**config.mk**
```make
export PLATFORM = sky130hd
export DESIGN_NAME = ptp_ts_capture
export DESIGN_NICKNAME = d
export VERILOG_FILES = /design/src/rtl/ptp_ts_pkg.sv /design/src/rtl/ptp_ts_ctrl.sv /design/src/rtl/ptp_ts_store.sv /design/src/rtl/ptp_ts_regif.sv /design/src/rtl/ptp_ts_capture.sv
export SDC_FILE = /design/constraint.sdc
export NUM_CORES = 1
export LEC_CHECK = 0
export ABC_AREA = 1
export BUFFER_PORTS_ARGS = -buffer_cell sky130_fd_sc_hd__buf_2
export CORE_MARGIN = 5
export CORE_UTILIZATION = 53
export CTS_CLUSTER_DIAMETER = 40
export DETAILED_ROUTE_END_ITERATION = 8
export HOLD_SLACK_MARGIN = 0.08
export PLACE_DENSITY = 0.86
export SLEW_MARGIN = 0
export SYNTH_ARGS = -nofsm -noshare
export SYNTH_HDL_FRONTEND = slang
export SYNTH_SLANG_ARGS = --single-unit
```
**constraint.sdc**
```tcl
create_clock -name clk -period 2.79 [get_ports clk]
set_input_delay 0.279 -clock clk [delete_from_list [all_inputs] [get_ports clk]]
set_output_delay 0.279 -clock clk [all_outputs]
set_load 0.05 [all_outputs]
```
**src/rtl/ptp_ts_pkg.sv**
```systemverilog
package ptp_ts_pkg;

    localparam int ADDR_STAT = 0;
    localparam int ADDR_TSLO = 1;
    localparam int ADDR_TSHI = 2;

    typedef struct packed {
        logic valid;
        logic pending;
        logic src;
    } slot_state_t;

    typedef struct packed {
        logic load_seq;
        logic load_ts;
    } slot_load_t;

endpackage

```
**src/rtl/ptp_ts_ctrl.sv**
```systemverilog
module ptp_ts_ctrl
    import ptp_ts_pkg::*;
#(
    parameter bit TX_MODE = 1'b0
) (
    input  logic        clk,
    input  logic        rst_n,
    input  logic        det_valid,
    input  logic        det_sw,
    input  logic        ts_evt,
    input  logic        clear,
    output slot_state_t state,
    output slot_load_t  load
);

    slot_state_t st_d, st_q;
    slot_load_t  ld;

    always_comb begin
        st_d = st_q;
        ld   = '0;
        if (clear) begin
            st_d = '0;
        end else if (TX_MODE) begin
            if (!st_q.valid && !st_q.pending && det_valid) begin
                st_d.pending = 1'b1;
                st_d.src     = det_sw;
                ld.load_seq  = 1'b1;
            end else if (st_q.pending && ts_evt) begin
                st_d.pending = 1'b0;
                st_d.valid   = 1'b1;
                ld.load_ts   = 1'b1;
            end
        end else begin
            if (!st_q.valid && det_valid) begin
                st_d.valid  = 1'b1;
                ld.load_seq = 1'b1;
                ld.load_ts  = 1'b1;
            end
        end
    end

    always_ff @(posedge clk) begin
        if (!rst_n) st_q <= '0;
        else        st_q <= st_d;
    end

    assign state = st_q;
    assign load  = ld;

    p_excl_flags_r8: assert property (@(posedge clk) disable iff (!rst_n)
        !(st_q.valid && st_q.pending));

    p_ts_latch_r8: assert property (@(posedge clk) disable iff (!rst_n)
        (st_q.pending && ts_evt && !clear) |=> (st_q.valid && !st_q.pending));

    p_clear_wins_r5: assert property (@(posedge clk) disable iff (!rst_n)
        clear |=> (!st_q.valid && !st_q.pending && !st_q.src));

    p_pend_hold_r9: assert property (@(posedge clk) disable iff (!rst_n)
        (st_q.pending && !ts_evt && !clear) |=> (st_q.pending && $stable(st_q.src)));

endmodule

```
**src/rtl/ptp_ts_store.sv**
```systemverilog
module ptp_ts_store
    import ptp_ts_pkg::*;
#(
    parameter int SEQ_W = 16,
    parameter int TS_W  = 64
) (
    input  logic             clk,
    input  logic             rst_n,
    input  logic             clear,
    input  slot_load_t       load,
    input  logic [SEQ_W-1:0] det_seq,
    input  logic [TS_W-1:0]  time_now,
    output logic [SEQ_W-1:0] seq,
    output logic [TS_W-1:0]  ts
);

    typedef struct packed {
        logic [SEQ_W-1:0] seq;
        logic [TS_W-1:0]  ts;
    } rec_t;

    rec_t rec_d, rec_q;

    always_comb begin
        rec_d = rec_q;
        if (clear) begin
            rec_d = '0;
        end else begin
            if (load.load_seq) rec_d.seq = det_seq;
            if (load.load_ts)  rec_d.ts  = time_now;
        end
    end

    always_ff @(posedge clk) begin
        if (!rst_n) rec_q <= '0;
        else        rec_q <= rec_d;
    end

    assign seq = rec_q.seq;
    assign ts  = rec_q.ts;

    p_ts_one_sample_r6: assert property (@(posedge clk) disable iff (!rst_n)
        (load.load_ts && !clear) |=> (ts == $past(time_now)));

endmodule

```
**src/rtl/ptp_ts_regif.sv**
```systemverilog
module ptp_ts_regif
    import ptp_ts_pkg::*;
#(
    parameter int SEQ_W  = 16,
    parameter int WORD_W = 32,
    parameter int ADDR_W = 2
) (
    input  logic              wr_en,
    input  logic [ADDR_W-1:0] wr_addr,
    input  logic [WORD_W-1:0] wr_data,
    input  logic [ADDR_W-1:0] rd_addr,
    input  slot_state_t       state,
    input  logic [SEQ_W-1:0]  seq,
    input  logic [2*WORD_W-1:0] ts,
    output logic              clear,
    output logic [WORD_W-1:0] rd_data
);

    localparam int VLD_BIT  = SEQ_W;
    localparam int PEND_BIT = SEQ_W + 1;
    localparam int SRC_BIT  = SEQ_W + 2;

    logic [WORD_W-1:0] stat_word;
    logic              unused_wr;

    assign clear = wr_en && (wr_addr == ADDR_W'(ADDR_STAT)) && wr_data[VLD_BIT];
    assign unused_wr = ^{wr_data[WORD_W-1:VLD_BIT+1], wr_data[VLD_BIT-1:0]};

    always_comb begin
        stat_word                = '0;
        stat_word[SEQ_W-1:0]     = seq;
        stat_word[VLD_BIT]       = state.valid;
        stat_word[PEND_BIT]      = state.pending;
        stat_word[SRC_BIT]       = state.src;
    end

    always_comb begin
        case (rd_addr)
            ADDR_W'(ADDR_STAT): rd_data = stat_word;
            ADDR_W'(ADDR_TSLO): rd_data = ts[WORD_W-1:0];
            ADDR_W'(ADDR_TSHI): rd_data = ts[2*WORD_W-1:WORD_W];
            default:            rd_data = '0;
        endcase
    end

endmodule

```
**src/rtl/ptp_ts_capture.sv**
```systemverilog
module ptp_ts_capture
    import ptp_ts_pkg::*;
#(
    parameter int SEQ_W   = 16,
    parameter int WORD_W  = 32,
    parameter int ADDR_W  = 2,
    parameter bit TX_MODE = 1'b0
) (
    input  logic                clk,
    input  logic                rst_n,
    input  logic                det_valid,
    input  logic [SEQ_W-1:0]    det_seq,
    input  logic                det_sw,
    input  logic                ts_evt,
    input  logic [2*WORD_W-1:0] time_now,
    input  logic                wr_en,
    input  logic [ADDR_W-1:0]   wr_addr,
    input  logic [WORD_W-1:0]   wr_data,
    input  logic [ADDR_W-1:0]   rd_addr,
    output logic [WORD_W-1:0]   rd_data
);

    localparam int TS_W = 2 * WORD_W;

    slot_state_t      state;
    slot_load_t       load;
    logic             clear;
    logic [SEQ_W-1:0] seq;
    logic [TS_W-1:0]  ts;

    ptp_ts_ctrl #(.TX_MODE(TX_MODE)) u_ctrl (
        .clk       (clk),
        .rst_n     (rst_n),
        .det_valid (det_valid),
        .det_sw    (det_sw),
        .ts_evt    (ts_evt),
        .clear     (clear),
        .state     (state),
        .load      (load)
    );

    ptp_ts_store #(.SEQ_W(SEQ_W), .TS_W(TS_W)) u_store (
        .clk      (clk),
        .rst_n    (rst_n),
        .clear    (clear),
        .load     (load),
        .det_seq  (det_seq),
        .time_now (time_now),
        .seq      (seq),
        .ts       (ts)
    );

    ptp_ts_regif #(.SEQ_W(SEQ_W), .WORD_W(WORD_W), .ADDR_W(ADDR_W)) u_regif (
        .wr_en     (wr_en),
        .wr_addr   (wr_addr),
        .wr_data   (wr_data),
        .rd_addr   (rd_addr),
        .state     (state),
        .seq       (seq),
        .ts        (ts),
        .clear     (clear),
        .rd_data   (rd_data)
    );

    p_no_overwrite_r3: assert property (@(posedge clk) disable iff (!rst_n)
        (state.valid && !clear) |=> ($stable(seq) && $stable(ts) && state.valid));

    p_clear_empties_r4: assert property (@(posedge clk) disable iff (!rst_n)
        clear |=> (seq == '0 && ts == '0));

    p_pending_no_ts_r7: assert property (@(posedge clk) disable iff (!rst_n)
        (!state.valid && !state.pending && !clear) |=> (state.valid || ts == '0));

    generate
        if (!TX_MODE) begin : g_rx_chk
            p_rx_capture_r2: assert property (@(posedge clk) disable iff (!rst_n)
                (!state.valid && det_valid && !clear) |=>
                    (state.valid && seq == $past(det_seq) && ts == $past(time_now)));
        end
    endgenerate

endmodule

```
==> impl_metrics.toml, run 1 <==
[power]
max-vdd-ir-drop_mv = 0.412
p_leak_nw = 2.40
pwr_density_cell_mw_per_mm2 = 590

[logic_synthesis]
synth_area_leaders = "dfxtp_1, nor2_1, nand2_1"
avgSynthCellArea_um2 = 6.48
synth_cell_types = 16
yosys.area.top_type = "dfxtp_1"
synthCells = 601
synth_seq_area_share_pct = 41.6
yosys_register_bits = 81
ys_warn_count = 0
synth_nets = 723
synthesis.area_mm2 = 0.00390
synth_top_area_share_pct = 41.6

[die]
start_util_pct = 54.0
fp.coreArea_mm2 = 0.00721
io_pins = 154
dieArea_mm2 = 0.00917
fp.dieW_um = 95.7
die_h_um = 95.7
rows = 31

[worst_setup_path]
path_buf_inv = 4
critPathSlowestCell = "nand2_1"
cp_common_cell = "buf_2"
worstSetupPathType = "input pin to output pin"
cp_top_family = "buffers and inverters"
max_stage_delay_ns = 0.36
required_ns = 2.51
cp_cell_sequence = "buf_2 > inv_1 > nand2_1 > buf_4 > o22ai_1 > buf_2"
worstPathArrival_ns = 1.74
critical_path.startpoint_type = "input pin"
crit_fanout = 18
end_kind = "output pin"

[timing]
post-route-min-period_ns = 2.02
finalSetupViolCount = 0
finalClockSkew_ns = 0.00577
clock.fmax_mhz = 494
timing.setup.tns_ns = 0
report.final.hold_viol_count = 0
slew_headroom_pct = 43.9
drv_slew = 0
period_share_pct = 72.5
tightestPinTransition_ns = 0.840
rsz0062_at_grt = "no"

[clock_network]
path_clk_slew_ns = 0.08
clk_path_buf_depth = 2
cts_setup_buffers = 0
cts_made_buffers = 9
insertion_delay_ns = 0.34
cts_tree = "yes"
cts_resized = 0
htreeDepth = 3
root_buffer = "clkbuf_8"
cts.sinks = 81
hold_buffers = 0

[final_layout]
diodes = 0
area_growth_pct = 18.4
layout-drive-gt1-share_pct = 20.8
final_cell_mix = "nor2_1, buf_2, nand2_1"
fin_util_pct = 63.9
nets = 821
final_common_cell = "nor2_1"
fillCellCount = 689

[placed_design]
gp_congestion = 0.843
dp_hpwl_um = 6520
portBuffers = 120

[hold_path]
hp-class = "input pin to flop"

[global_route]
grt_max_degree = 82
antenna_found_initial = 0
grt_first_pass_wirelength_um = 15900
grt_overflow = 0
grt.total_usage_pct = 21.8
grt_pass1_vias = 3602

[route]
drt-initial-drc-count = 224
vias_per_cell = 4.86
drt_wl_total_um = 10000
postRouteAntennaNets = 0
first_pass_iters = 7
drc = 0
dr_total_vias = 3899
wl_per_cell_um = 12.5

[flow_run]
maxCapViolCount = 0

[status]
status = "finished clean"
-- per-layer routing --
metal / up-vias / part of all wire (%) / track usage (%)
met5: - / 0 / 0
met4: 0 / 1.1 / 7.35
met3: 10 / 7.2 / 3.36
met2: 147 / 48 / 35.8
met1: 1716 / 44 / 29.3
li1: 2026 / - / -
-- power by group --
group / switching, W / total, W / internal [W]
Combinational: 0.000412 / 0.000619 / 0.000206
Clock: 0.000397 / 0.000806 / 0.000409
Sequential: 0.0000371 / 0.00129 / 0.00126
Total: 0.000847 / 0.00272 / 0.00187
-- kinds of logic (layout without fill, tap and decap cells) --
logic type | after synthesis | in the layout | share of synthesized area, %
compound gates | 33 | 33 | 5.81
buf+inv | 124 | 226 | 14.5
flops | 81 | 81 | 41.6
simple gates | 363 | 363 | 38.1
-- cell type report --
type                            instances  area (um2)  area share [%]
Inverter                               85         319            6.92
Sequential cell                        81        1620            35.2
Clock inverter                          3        42.5           0.922
Clock buffer                           12         135            2.93
Multi-Input combinational cell        396        1710            37.1
Tap cell                               99         124            2.69
Timing Repair Buffer                  126         658            14.3
-- state kept, by name (all words and copies together), names as in the netlist --
signal / count
u_ctrl.state: 1
u_store.ts: 64
u_store.seq: 16
-- worst paths after layout --
| kind | from | endpoint | slack (ns) | cells after the start |
|---|---|---|---|---|
| max | rd_addr[1] | rd_data[26] | 0.77 | 6 |
| min | time_now[40] | u_store.ts[40]$_SDFFE_PP0P_ | 0.14 | 3 |
| max reg2reg | u_ctrl.state[2]$_SDFFE_PP0P_ | u_store.ts[58]$_SDFFE_PP0P_ | 1.25 | 6 |
| min reg2reg | u_ctrl.state[2]$_SDFFE_PP0P_ | u_ctrl.state[2]$_SDFFE_PP0P_ | 0.47 | 2 |
-- synthesized netlist by cell type --
master / number
nor2_2: 1
buf_6: 8
nor2_1: 161
o211ai_1: 17
nand2_2: 2
nand3_1: 80
nand2_1: 117
o22ai_1: 15
dfxtp_1: 81
buf_2: 30
nand2_4: 1
nor2_4: 1
inv_2: 3
clkbuf_1: 1
a21oi_1: 1
inv_1: 82
-- through the flow --
step                      hold WS, ns  setup WS (ns)  cell area [um2]  power [W]  cells
after floorplan                 0.400           1.01             3900    0.00179    601
after global routing            0.130          0.683             4610    0.00288    802
after global placement          0.454          0.802             4430    0.00192    787
after detailed placement        0.459          0.780             4430    0.00194    787
final                           0.141          0.768             4610    0.00272    802
after CTS                       0.131          0.781             4610    0.00274    802
-- worst register-to-register path, cell delays in order (launching register included) --
cell	delay, ns
dfxtp_1	0.35
inv_2	0.05
nand2_2	0.07
buf_4	0.64
nand2_1	0.15
nand3_1	0.12
nor2_1	0.06
Note: power is estimated with default switching activity, not from simulation.
==> run 2: changes to the inputs <==
Settings changed: CORE_UTILIZATION 53 to 44, PLACE_DENSITY 0.86 to 0.76.
Clock period 2.79 ns to 1.6 ns, I/O delays scaled along.
==> run 2 against run 1 <==
Against the previous run: via count grew 11%; flip-flop and latch count is the same; setup slack lost 0.56 ns; critical endpoint is now rd_data[22]; largest power group unchanged.
==> impl_metrics.toml, run 2 (synthesized netlist as in run 1, its figures left out) <==
[status]
status = "finished clean"

[power]
p_leak_nw = 2.83
max-vdd-ir-drop_mv = 0.555
power_w = 0.00538
pwr_density_cell_mw_per_mm2 = 959

[worst_setup_path]
worstPathArrival_ns = 1.23
rr_worst_depth = 6
end_kind = "output pin"
worstSetupPathType = "flop to output pin"
crit_fanout = 2
required_ns = 1.44
r2r-start = "u_ctrl.state[2]$_SDFFE_PP0P_"
rr_endpoint = "u_store.ts[10]$_SDFFE_PP0P_"
r2r_setup_slack_ns = 0.39
critical_path.startpoint_type = "flop"

[route]
first_pass_iters = 5
drt-met1-wl_um = 4860
drt_wl_total_um = 11600
wl_met3_um = 706
dr_total_vias = 4323
wl_per_cell_um = 12.9
postRouteAntennaNets = 0
dr.max_layer_used = "met4"
wl_met2_um = 5780
drt-initial-drc-count = 235
drc = 0
vias_per_cell = 4.81

[final_layout]
final_cell_mix = "nor2_1, buf_2, nand2_1"
finalInstanceArea_mm2 = 0.00561
fillCellCount = 749
multi_input_area_mm2 = 0.00171
regArea_mm2 = 0.00162
fin_util_pct = 64.7
layout-drive-gt1-share_pct = 19.8
final_common_cell = "nor2_1"
largest_register_ffs = 64
nets = 908
area_growth_pct = 44.0
diodes = 0

[die]
fp.dieW_um = 104
die_h_um = 104
rows = 34
fp.coreArea_mm2 = 0.00868
dieArea_mm2 = 0.0108
io_pins = 154
start_util_pct = 44.9

[hold_path]
hold_depth = 4
hold-path-endpoint = "u_store.ts[63]$_SDFFE_PP0P_"
min-delay-start = "rst_n"
hp-class = "input pin to flop"

[placed_design]
dp_hpwl_um = 6940
portBuffers = 120
dpl-instance-area_mm2 = 0.00456
gp_congestion = 0.812

[clock_network]
clk_path_buf_depth = 2
root_buffer = "clkbuf_8"
insertion_delay_ns = 0.35
htreeDepth = 3
cts_tree = "yes"
cts.sinks = 81
cts_resized = 0
cts_made_buffers = 9
path_clk_slew_ns = 0.08

[global_route]
grt.total_usage_pct = 21.6
grt_first_pass_wirelength_um = 19900
grt_pass1_vias = 4346
grt_overflow = 0
grt_max_degree = 82
antenna_found_initial = 0

[timing]
finalSetupViolCount = 0
drv_slew = 0
slew_headroom_pct = 76.2
rsz0062_at_grt = "no"
report.final.hold_viol_count = 0
tightestPinTransition_ns = 0.358
finalClockSkew_ns = 0.0135
period_share_pct = 86.9
post-route-min-period_ns = 1.39
clock.fmax_mhz = 719
timing.setup.tns_ns = 0

[flow_run]
maxCapViolCount = 0
==> run 2: changes by cell type in the layout (fill, tap and decap cells not counted), sizes merged <==
cell / change
bufinv: +2
clkinvlp: -1
inv: +2
dlygate4sd3: +80
buf: +7
clkbuf: -2
==> run 2: routing by layer <==
| metal | up-vias | track usage (%) |
|---|---|---|
| met5 | - | 0 |
| met4 | 0 | 7.68 |
| met3 | 28 | 4.97 |
| met2 | 160 | 36.1 |
| met1 | 1935 | 27.3 |
| li1 | 2200 | - |
==> run 2: cell type report <==
type / instances / share of cell area (%)
Sequential cell: 81 / 28.9
Clock inverter: 6 / 2.01
Inverter: 85 / 5.69
Clock buffer: 10 / 2.45
Timing Repair Buffer: 213 / 28.0
Multi-Input combinational cell: 396 / 30.5
Tap cell: 108 / 2.41
==> run 2: where the power goes <==
group          total (W)  switching, W  leakage, nW  internal (W)
clock            0.00184      0.000754        0.127       0.00109
sequential       0.00226     0.0000635        0.671       0.00219
combinational    0.00128      0.000764         2.03      0.000520
total            0.00538       0.00158         2.83       0.00380
==> run 2: critical path: stages, from the launching register on <==
cell and delay, ns:
dfxtp_1 0.31, inv_1 0.04, o22ai_1 0.21, buf_2 0.32
==> run 2: worst max path at each step <==
stage | startpoint | slack (ns) | end
2_1_floorplan | rd_addr[1] | 0.06 | rd_data[17]
3_3_place_gp | rd_addr[1] | 0.26 | rd_data[1]
3_5_place_dp | rd_addr[1] | 0.26 | rd_data[1]
4_1_cts | u_store.ts[1]$_SDFFE_PP0P_ | 0.20 | rd_data[1]
5_1_grt | u_store.ts[22]$_SDFFE_PP0P_ | 0.13 | rd_data[22]
6_report | u_store.ts[22]$_SDFFE_PP0P_ | 0.21 | rd_data[22]
==> run 2: repair_timing <==
action                    CTS  global route
buffers inserted            0             0
hold endpoints to repair   80             0
hold buffers               80             0
==> run 2: stage by stage <==
step	hold WS (ns)	setup slack, ns	std cells
3_5_place_dp	0.373	0.257	803
4_1_cts	0.327	0.201	899
2_1_floorplan	0.281	0.0566	601
5_1_grt	0.350	0.125	899
3_3_place_gp	0.367	0.258	803
6_report	0.330	0.210	899
==> run 3: changes to the inputs <==
Settings changed: PLACE_DENSITY 0.76 to 0.83.
==> run 3 against run 2 <==
Against the previous run: sequential power is essentially flat; power is 5.9% lower; first-iteration DRC count is 17% higher; register-to-register slack lost 0.13 ns; non-clock buffer count down 1; largest cell class unchanged; flip-flop and latch count stayed put; highest routed layer unchanged.
==> impl_metrics.toml, run 3 (synthesized netlist as in run 1, its figures left out) <==
[status]
status = "finished clean"

[clock_network]
cts_resized = 0
cts.sinks = 81
clk_path_buf_depth = 2
insertion_delay_ns = 0.34
cts_tree = "yes"
path_clk_slew_ns = 0.08
cts_made_buffers = 9
htreeDepth = 3
root_buffer = "clkbuf_8"

[timing]
post-route-min-period_ns = 1.43
clock.fmax_mhz = 699
timing.setup.tns_ns = 0
tightestPinTransition_ns = 0.464
report.final.hold_viol_count = 0
period_share_pct = 89.5
finalSetupViolCount = 0
drv_slew = 0
rsz0062_at_grt = "no"
finalClockSkew_ns = 0.00858
slew_headroom_pct = 69.1

[worst_setup_path]
r2r_setup_slack_ns = 0.26
end_kind = "output pin"
critical_path.startpoint_type = "input pin"
crit_fanout = 26
required_ns = 1.44
worstSetupPathType = "input pin to output pin"
worstPathArrival_ns = 1.27

[power]
p_leak_nw = 2.80
pwr-share-seq_pct = 44.6
p_clk_share_pct = 30.2
intPower_w = 0.00350
max-vdd-ir-drop_mv = 0.554
power_frac_comb_pct = 25.2
pwr_density_cell_mw_per_mm2 = 915
switching_share_pct = 30.8
power_switching_w = 0.00156

[route]
drc = 0
wl_per_cell_um = 13.2
postRouteAntennaNets = 0
dr_total_vias = 4422
first_pass_iters = 5
vias_per_cell = 4.92
drt_wl_total_um = 11900
drt-initial-drc-count = 274

[global_route]
grt_max_degree = 82
grt_pass1_vias = 4233
grt_first_pass_wirelength_um = 19800
grt.total_usage_pct = 21.5
grt_overflow = 0
antenna_found_initial = 0

[final_layout]
layout-drive-gt1-share_pct = 19.7
final_common_cell = "nor2_1"
area_growth_pct = 42.0
nets = 907
largest_register_ffs = 64
diodes = 0
regArea_mm2 = 0.00162
fillCellCount = 757
multi_input_area_mm2 = 0.00171
final_cell_mix = "nor2_1, buf_2, nand2_1"
fin_util_pct = 63.8

[die]
die_h_um = 104
rows = 34
fp.coreArea_mm2 = 0.00868
dieArea_mm2 = 0.0108
fp.dieW_um = 104
start_util_pct = 44.9
io_pins = 154

[flow_run]
maxCapViolCount = 0

[placed_design]
gp_congestion = 0.822
dp_hpwl_um = 6940
portBuffers = 120

[hold_path]
hp-class = "input pin to flop"
-- run 3: final cells by class --
cell class / instances / share of cell area, %
inverter: 85 / 5.77
clock inverter: 5 / 0.972
timing repair buffer: 212 / 27.9
sequential: 81 / 29.3
tap: 108 / 2.44
multi-input combinational: 396 / 30.9
clock buffer: 11 / 2.74
-- run 3: worst max-delay path, stage by stage --
cell and delay (ns):
buf_2 0.11, inv_1 0.10, nand2_1 0.08, buf_4 0.25, o22ai_1 0.25, buf_2 0.31
-- run 3: metrics by stage --
stage                     total power [W]  instance area [um2]  std cells  hold slack, ns  setup slack [ns]
after floorplan                   0.00312                 3900        601           0.281            0.0566
after global placement            0.00337                 4530        802           0.366             0.216
after global routing              0.00534                 5530        898           0.325             0.122
after CTS                         0.00508                 5530        898           0.269             0.186
final                             0.00506                 5530        898           0.283             0.169
after detailed placement          0.00341                 4530        802           0.373             0.186
-- run 3: repair_timing --
| item | 4_1_cts | 5_1_grt |
|---|---|---|
| hold endpoints to repair | 80 | 0 |
| setup buffers | 0 | 0 |
| hold buffers | 80 | 0 |
-- run 3: final timing paths --
check	endpoint	cells after the start	start
max	rd_data[27]	6	rd_addr[1]
min	u_store.ts[60]$_SDFFE_PP0P_	6	wr_en
max reg2reg	u_store.ts[35]$_SDFFE_PP0P_	6	u_ctrl.state[2]$_SDFFE_PP0P_
min reg2reg	u_ctrl.state[2]$_SDFFE_PP0P_	2	u_ctrl.state[2]$_SDFFE_PP0P_
-- run 3: power by group through the flow --
| stage | Combinational (W) | Sequential (W) | Clock [W] |
|---|---|---|---|
| after CTS | 0.00126 | 0.00226 | 0.00156 |
| after floorplan | 0.000831 | 0.00229 | 0 |
| after global placement | 0.00108 | 0.00229 | 0 |
| after global routing | 0.00141 | 0.00227 | 0.00166 |
| final | 0.00127 | 0.00226 | 0.00153 |
| after detailed placement | 0.00110 | 0.00230 | 0 |
-- run 3: layer usage --
| layer | global-route usage (%) | wire (um) | vias up | share of wire [%] |
|---|---|---|---|---|
| met4 | 7.77 | 250 | 0 | 2.1 |
| li1 | - | - | 2201 | - |
| met5 | 0 | 0 | - | 0 |
| met3 | 4.84 | 848 | 28 | 7.2 |
| met1 | 26.8 | 4890 | 1996 | 41 |
| met2 | 36.2 | 5860 | 197 | 49 |
